[src/rtl/tile_dvfs_ctrl.sv]
module tile_dvfs_ctrl #(
  parameter int SEGS     = 48,
  parameter int DIV_W    = 4,
  parameter int LVL_W    = 7,
  parameter int WIN      = 256,
  parameter int SETTLE   = 4,
  parameter int HI_TH    = 128,
  parameter int LO_TH    = 32,
  parameter int FULL_TH  = 56,
  parameter int SLOW_DIV = 3
) (
  input  logic             clk,
  input  logic             rst_n,
  input  logic [1:0]       src_sel,
  input  logic [1:0]       cfg_rail,
  input  logic [DIV_W-1:0] cfg_div,
  input  logic             sw_we,
  input  logic [1:0]       sw_rail,
  input  logic [DIV_W-1:0] sw_div,
  input  logic [LVL_W-1:0] fifo_level,
  input  logic             core_stall,
  input  logic             core_idle,
  output logic [SEGS-1:0]  hi_seg_en,
  output logic [SEGS-1:0]  lo_seg_en,
  output logic             osc_run,
  output logic             clk_tick,
  output logic [DIV_W-1:0] osc_div,
  output logic             busy
);
  localparam int WIN_W = $clog2(WIN);
  localparam int SEG_W = $clog2(SEGS);
  localparam int SET_W = $clog2(SETTLE + 1);
  localparam logic [WIN_W-1:0] WIN_LAST = WIN_W'(WIN - 1);
  localparam logic [SEG_W-1:0] SEG_LAST = SEG_W'(SEGS - 1);
  localparam logic [SET_W-1:0] SET_LAST = SET_W'(SETTLE - 1);
  localparam logic [WIN_W:0]   HI_V     = (WIN_W+1)'(HI_TH);
  localparam logic [WIN_W:0]   LO_V     = (WIN_W+1)'(LO_TH);
  localparam logic [LVL_W-1:0] FULL_V   = LVL_W'(FULL_TH);
  localparam logic [DIV_W-1:0] SLOW_V   = DIV_W'(SLOW_DIV);
  localparam logic [1:0] R_OFF = 2'd0, R_LOW = 2'd1, R_HIGH = 2'd2;

  typedef enum logic [2:0] {S_IDLE, S_HALT, S_DROP, S_ADD, S_SETTLE} state_t;

  function automatic logic [1:0] norm(input logic [1:0] r);
    return (r == 2'd3) ? R_OFF : r;
  endfunction

  state_t           state;
  logic [1:0]       cur_rail, tgt_rail, req_rail, sw_rail_q, hw_rail;
  logic [DIV_W-1:0] tgt_div, req_div, sw_div_q, hw_div, div_cnt;
  logic [SEG_W-1:0] seg_i;
  logic [SET_W-1:0] set_cnt;
  logic [WIN_W-1:0] win_cnt, idle_cnt;
  logic [WIN_W:0]   stall_cnt, stall_tot;
  logic             idle_halt, fifo_empty, win_end;

  assign fifo_empty = (fifo_level == '0);
  assign win_end    = (win_cnt == WIN_LAST);
  assign stall_tot  = stall_cnt + {{WIN_W{1'b0}}, core_stall};
  assign busy       = (state != S_IDLE);
  assign osc_run    = !busy && cur_rail != R_OFF && !(idle_halt && fifo_empty);
  assign clk_tick   = osc_run && (div_cnt >= osc_div);

  always_ff @(posedge clk) begin
    if (!rst_n) begin
      sw_rail_q <= R_HIGH;
      sw_div_q  <= '0;
    end else if (sw_we) begin
      sw_rail_q <= norm(sw_rail);
      sw_div_q  <= sw_div;
    end
  end

  always_ff @(posedge clk) begin
    if (!rst_n) begin
      win_cnt   <= '0;
      stall_cnt <= '0;
      hw_rail   <= R_HIGH;
      hw_div    <= '0;
    end else begin
      win_cnt <= win_end ? '0 : win_cnt + 1'b1;
      if (win_end) begin
        stall_cnt <= '0;
        if (stall_tot > HI_V || fifo_level >= FULL_V) begin
          hw_rail <= R_HIGH;
          hw_div  <= '0;
        end else if (stall_tot < LO_V) begin
          hw_rail <= R_LOW;
          hw_div  <= SLOW_V;
        end
      end else begin
        stall_cnt <= stall_tot;
      end
    end
  end

  always_comb begin
    case (src_sel)
      2'd0:    begin req_rail = norm(cfg_rail); req_div = cfg_div;  end
      2'd1:    begin req_rail = sw_rail_q;      req_div = sw_div_q; end
      default: begin req_rail = hw_rail;        req_div = hw_div;   end
    endcase
  end

  always_ff @(posedge clk) begin
    if (!rst_n) begin
      state     <= S_IDLE;
      cur_rail  <= R_HIGH;
      tgt_rail  <= R_HIGH;
      tgt_div   <= '0;
      seg_i     <= '0;
      set_cnt   <= '0;
      hi_seg_en <= '1;
      lo_seg_en <= '0;
      osc_div   <= '0;
    end else begin
      case (state)
        S_IDLE: begin
          if (req_rail != cur_rail) begin
            state    <= S_HALT;
            tgt_rail <= req_rail;
            tgt_div  <= req_div;
          end else if (cur_rail != R_OFF) begin
            osc_div <= req_div;
          end
        end
        S_HALT: begin
          seg_i   <= '0;
          set_cnt <= '0;
          state   <= (cur_rail == R_OFF) ? S_ADD : S_DROP;
        end
        S_DROP: begin
          if (cur_rail == R_HIGH) hi_seg_en[seg_i] <= 1'b0;
          else                    lo_seg_en[seg_i] <= 1'b0;
          if (seg_i == SEG_LAST) begin
            seg_i <= '0;
            state <= (tgt_rail == R_OFF) ? S_SETTLE : S_ADD;
          end else begin
            seg_i <= seg_i + 1'b1;
          end
        end
        S_ADD: begin
          if (tgt_rail == R_HIGH) hi_seg_en[seg_i] <= 1'b1;
          else                    lo_seg_en[seg_i] <= 1'b1;
          if (seg_i == SEG_LAST) begin
            seg_i <= '0;
            state <= S_SETTLE;
          end else begin
            seg_i <= seg_i + 1'b1;
          end
        end
        S_SETTLE: begin
          if (set_cnt == SET_LAST) begin
            state    <= S_IDLE;
            cur_rail <= tgt_rail;
            osc_div  <= tgt_div;
          end else begin
            set_cnt <= set_cnt + 1'b1;
          end
        end
        default: state <= S_IDLE;
      endcase
    end
  end

  always_ff @(posedge clk) begin
    if (!rst_n || !osc_run) div_cnt <= '0;
    else                    div_cnt <= clk_tick ? '0 : div_cnt + 1'b1;
  end

  always_ff @(posedge clk) begin
    if (!rst_n) begin
      idle_cnt  <= '0;
      idle_halt <= 1'b0;
    end else begin
      if (core_idle && fifo_empty) begin
        if (idle_cnt == WIN_LAST) idle_halt <= 1'b1;
        else                      idle_cnt  <= idle_cnt + 1'b1;
      end else begin
        idle_cnt <= '0;
      end
      if (!fifo_empty) idle_halt <= 1'b0;
    end
  end

  p_rails_exclusive_r3: assert property (@(posedge clk) disable iff (!rst_n)
    !((|hi_seg_en) && (|lo_seg_en)));

  p_one_segment_step_r4: assert property (@(posedge clk) disable iff (!rst_n)
    ($countones(hi_seg_en ^ $past(hi_seg_en)) + $countones(lo_seg_en ^ $past(lo_seg_en))) <= 1);

  p_halt_on_switch_r5: assert property (@(posedge clk) disable iff (!rst_n)
    (!$stable(hi_seg_en) || !$stable(lo_seg_en)) |-> !osc_run);

  p_done_full_bank_r4: assert property (@(posedge clk) disable iff (!rst_n)
    $fell(busy) |-> ((&hi_seg_en) || (&lo_seg_en) || (hi_seg_en == '0 && lo_seg_en == '0)));

  p_target_held_r6: assert property (@(posedge clk) disable iff (!rst_n)
    (busy && $past(busy)) |-> $stable(tgt_rail));
endmodule

[config.mk]
export PLATFORM = sky130hd
export DESIGN_NAME = tile_dvfs_ctrl
export DESIGN_NICKNAME = d
export VERILOG_FILES = /design/src/rtl/tile_dvfs_ctrl.sv
export SDC_FILE = /design/constraint.sdc
export NUM_CORES = 1
export LEC_CHECK = 0
export BUFFER_PORTS_ARGS = -buffer_cell sky130_fd_sc_hd__buf_2
export CAP_MARGIN = 10
export CORE_MARGIN = 3
export CORE_UTILIZATION = 55
export DETAILED_ROUTE_END_ITERATION = 8
export GPL_TIMING_DRIVEN = 0
export PLACE_DENSITY_LB_ADDON = 0.08
export SLEW_MARGIN = 20
export SYNTH_ARGS = -nofsm -noshare
export SYNTH_HDL_FRONTEND = slang
export SYNTH_SLANG_ARGS = --single-unit
[constraint.sdc]
create_clock -name clk -period 2.5 [get_ports clk]
set_clock_uncertainty 0.15 [all_clocks]
set_input_delay 0.125 -clock clk [delete_from_list [all_inputs] [get_ports clk]]
set_output_delay 0.125 -clock clk [all_outputs]
set_load 0.05 [all_outputs]
Word-level counts from Yosys, hierarchy flattened
Index checks and enable logic that the tools add are counted.
Word-level totals
  bits in registers: 162
  input port bits: 26
  output and inout port bits: 103
Cells by class
  add/sub/neg operators: 6
  $lt $le $gt $ge: 6
  equal/unequal tests: 25
  multiplexer cells: 31
  bitwise operators: 6
  reductions and logical operators: 38
Operators by type and width (count)
  2-to-1 mux 48 bit: 4
  one-hot mux 48 bit (2 select lines): 2
  AND 48 bit: 2
  OR 48 bit: 2
  inverter 48 bit: 1
  inequality test 2 bit (second input constant): 11
  2-to-1 mux 4 bit: 5
  2-to-1 mux 3 bit: 6
  adder 8 x 1 -> 8 bit (second input constant): 2
  equality test 8 bit (second input constant): 2
  one-hot mux 4 bit (2 select lines): 2
  one-hot mux 3 bit (5 select lines): 1
  AND reduction 2 bit: 7
  one-hot mux 6 bit (2 select lines): 1
  nonzero test 2 bit: 6
  adder 9 x 1 -> 9 bit: 1
  equality test 3 x 2 -> 1 bit (second input constant): 3
  > comparator 9 x 8 -> 1 bit (second input constant): 1
  less-than comparator 9 x 6 -> 1 bit (second input constant): 1
  equality test 2 bit (second input constant): 4
  2-to-1 mux 2 bit: 4
  AND reduction 4 bit: 2
  greater-or-equal comparator 7 x 6 -> 1 bit (second input constant): 1
  logical NOT 7 bit: 1
  25 further kinds: 40

Logic depth before layout (Yosys ltp)
  depth in word-level cells: 8
  depth in mapped cells: 8
  mapped depth without buffers: 8

Worst setup path before layout
No wires, ideal clock.
  path type: register to output
  from: register state[2]
  to: output clk_tick
  data arrival time: 2.794 ns
  slack: -0.569 ns
  cell stages (with the launch flop): 7
  buffers on the path: 2
  cells stage by stage: dfxtp_1 -> buf_2 -> or3_1 -> clkbuf_1 -> nor2_1 -> a21boi_2 -> nor2b_1
Between the ends
  longest elaborated chain between the ends: 5
RTL lines
  from (decl): line 48  | state_t state;
  from (signal assigned): line 130  | state <= (cur_rail == R_OFF) ? S_ADD : S_DROP;
  from (signal assigned): line 137  | state <= (tgt_rail == R_OFF) ? S_SETTLE : S_ADD;
  nonzero test 3 bit: line 60  | assign busy = (state != S_IDLE);
  net busy: line 28  | output logic busy
  logical NOT 1 bit: line 61  | assign osc_run = !busy && cur_rail != R_OFF && !(idle_halt && fifo_empty);
  logical AND 1 bit (2 in a row): line 61
  net osc_run: line 25  | output logic osc_run,
  logical AND 1 bit: line 62  | assign clk_tick = osc_run && (div_cnt >= osc_div);
  to (decl): line 26  | output logic clk_tick,
The timed path passes the listed nets, and every way through them passes these cells.

Worst setup path in the final report
  from: register state[1]
  to: output clk_tick
Between the ends
  longest elaborated chain between the ends: 5
RTL lines (line)
  nonzero test 3 bit: 60
  logical NOT 1 bit: 61
  logical AND 1 bit (2 in a row): 61
  logical AND 1 bit: 62
No other way between the ends.

==> metrics.cfg <==
[setup_path]
critical_path.top_delay_family=simple AND/OR/NAND/NOR gates
worstSetupStartpoint=state[1]
worst_r2r_startpoint=state[1]
timing.critical_path.buf_inv=3
timing.critical_path.cells=clkbuf_1 -> or3_1 -> buf_2 -> nor2_4 -> a21boi_4 -> nor2b_4 -> buf_6
path_max_fanout=10
critPathSlowestCell=or3_1
critical_path.max_stage_delay_ps=350
cp_data_required_time_ps=2230
criticalPathCategory=flop to output port
worstSetupEndpointType=output port
critical_path_arrival_ps=2120
setup.worst_path.start_class=flop

[drt]
postRouteWirelength_mm=18.18
via_count=6280
drt-initial-drc-count=650
drt_pass1_iterations=5
antenna_left=0
wl_per_cell_microns=17.41
drc=0
via_per_inst=6.015

[synthesis]
synth-main-ff-cell=dfxtp_1
register_area_share_after_synthesis=0.4764
mappedNetlistArea_sq_um=6640
synth_simple_gate_area_share=0.1760
number_of_enable_flip_flop_cells_after_synthesis=0
synth.net_count=767
synth.ff_latch_count=158
yosysUniqueCellTypes=51
syn_avg_cell_area_sq_um=9.109
netlist_instances=729
synth.area.mux_share=0.01809
synthXorXnorAreaFrac=0.02487
yosys_warnings=0
synth_compound_gate_area_share=0.2446
async_flop_share=0
post_synthesis_adder_cell_area_fraction=0.02261
largest_family_of_logic_cells_by_synthesized_area=compound AO/OA/AOI/OAI gates

[timing]
final.period_utilization=0.9568
final.setup.tns_ps=0
rsz_0062_raised_after_global_routing=false
setup_violations=0
hold_viol=0
layout_setup_ws_ps=107.9
max_slew_margin=0.5219
timing.final.max_slew_violations=0
fmaxAchievable_ghz=0.4180
final_period_minus_worst_setup_slack_ps=2392
worst_slew_pin_tran_ps=715.6

[cts]
clockBufferDepth=2
cts_max_level=4
clk_transition_reported_paths_ps=60
number_of_clock_buffers_inserted_by_tritoncts=17
clock_latency_ps=420
post-cts-setup-buffers=0
clock-root-buffer=clkbuf_16
cts_sinks=158
tritoncts=done

[pwr]
power_leakage_nw=3.191
power.ir.vdd_worst_uv=724.8
power.density_nw_per_um2=847.8
report.power.total_w=0.007010

[die]
ios=129
rows=39
initial_utilization=0.5718
chipWidth_microns=115.9
fp.dieArea_sq_um=13430
core_region_area_sq_um=11610
die_height_microns=115.9

[global_routing]
grt_use_total=0.2689
grt_start_max_net_pins=17
first_global_vias=5835
first_pass_grt_wire_length_mm=28.47
antenna_violations_before_repair=0
overflow=0

[worst_hold_path]
min_path_type=input port to flop
hold_path.startpoint=cfg_rail[1]

[place]
dp_hpwl_mm=12.65
placement_stage_worst_setup_slack_ps=180.5
finalWeightedCongestion=0.8362
io_buffers=126

[finish]
multi_input_logic_area_sq_um=3264
final_layout_size_suffix_gt1_frac=0.2486
num_antenna_cells=0
layout.filler_cells=941
post-route-util=0.7120
nNetsFinal=926
areaGrowthSynthToFinish_pct=24.53
ff_latch_area_sq_um=3163

[run]
maxCapViolations=0

[outcome]
status=completed

## final timing paths
kind	slack (ps)	depth (start not counted)	to
max	110	7	clk_tick
min	30	5	tgt_rail[0]
max reg2reg	120	6	flop
min reg2reg	310	2	tgt_div[3]
## Yosys cell counts (2+ instances only)
master	count	area [sq um]
a211oi_1	13	97.59
a21o_1	3	22.52
a21oi_1	18	90.09
a21oi_4	2	32.53
a311oi_1	2	17.52
a31oi_1	6	37.54
and2_1	6	37.54
and3_1	6	37.54
buf_2	4	20.02
clkbuf_1	47	176.4
dfxtp_1	158	3163
ha_1	12	150.1
inv_1	13	48.80
mux2i_1	12	120.1
nand2_1	53	198.9
nand2b_1	6	37.54
nand3_1	23	115.1
nand3b_1	5	37.54
nand4_1	4	25.02
nor2_1	105	394.1
nor2b_1	6	37.54
nor3_1	12	60.06
nor3b_1	5	37.54
nor4_1	2	12.51
o211ai_1	48	360.4
o21ai_0	56	280.3
o21ai_1	10	50.05
o221a_1	2	22.52
o221a_2	46	518.0
or2_2	2	12.51
or3_1	6	37.54
or3b_2	2	17.52
xnor2_1	9	78.83
xor2_1	8	70.07
## per-layer routing
| metal | global-route usage | routed length, microns |
|---|---|---|
| met5 | 0 | 0 |
| met1 | 0.3553 | 7879 |
| met4 | 0.1284 | 431 |
| met3 | 0.04856 | 1264 |
| met2 | 0.4269 | 8602 |
## report_power, final
group | internal (W) | switching (W)
clock network | 0.00175 | 0.00101
registers | 0.00262 | 0.0000599
logic | 0.000484 | 0.00109
total | 0.00485 | 0.00216
## worst reg2reg max path, delay by kind of cell, from the launching register on
kind                   cells  cell delay, ps
and+or+nand+nor            3             910
buffers and inverters      2             540
AOI/OAI and AO/OA          1             370
DFF                        1             300
## cell usage in the layout, fill, tap and decap left out, types with 3 or more instances in the layout
cell type / Yosys / layout
xor2_1: 8 / 8
mux2i_1: 12 / 12
o21ai_1: 10 / 10
o211ai_1: 48 / 48
clkbuf_8: 0 / 3
buf_2: 4 / 130
xnor2_1: 9 / 9
inv_1: 13 / 13
bufinv_16: 0 / 4
clkbuf_1: 47 / 47
nor3_1: 12 / 12
dfxtp_1: 158 / 158
and3_1: 6 / 6
nor2_1: 105 / 104
ha_1: 12 / 12
and2_1: 6 / 6
a31oi_1: 6 / 6
nand2_1: 53 / 53
nor3b_1: 5 / 4
or3_1: 6 / 6
nand3_1: 23 / 23
a21o_1: 3 / 3
o221a_2: 46 / 46
nor2b_1: 6 / 5
clkinvlp_4: 0 / 4
nand3b_1: 5 / 5
nand2b_1: 6 / 6
clkbuf_16: 0 / 17
a211oi_1: 13 / 13
nand4_1: 4 / 4
dlygate4sd3_1: 0 / 14
o21ai_0: 56 / 56
a21oi_1: 18 / 18
## metrics by stage
step	instance area [sq um]	instances	hold WS, ps
6_report	8269	1044	34.73
3_3_place_gp	7466	998	210.5
5_1_grt	8269	1044	74.78
2_1_floorplan	6656	729	115.7
4_1_cts	8250	1044	13.86
3_5_place_dp	7466	998	227.9
## area by class of cell
class                   instances  share of cell area
inverters                      13            0.005901
clock inverters                10             0.01937
well taps                     143             0.02164
clock buffers                  22             0.05735
plain buffers                  52             0.02451
flip-flops and latches        158              0.3825
multi-input cells             506              0.3948
repair buffers                140             0.09396
## cells by family after synthesis
kind of cell	count (synthesis)
AND/OR/NAND/NOR	250
AO/OA/AOI/OAI	214
flip-flops	158
buffers and inverters	65
XOR/XNOR	18
multiplexers	12
adder cells (fa/ha/maj)	12
## repair_timing
| item | 4_1_cts | 5_1_grt |
|---|---|---|
| hold buffers | 14 | 0 |
| hold endpoints to repair | 13 | 0 |
| gates cloned | 0 | 0 |
| endpoints found under the setup margin | 2 | 11 |
| pin swaps | 0 | 1 |
| gates resized for setup | 3 | 6 |
No activity file was read; power rests on OpenSTA's default activity.
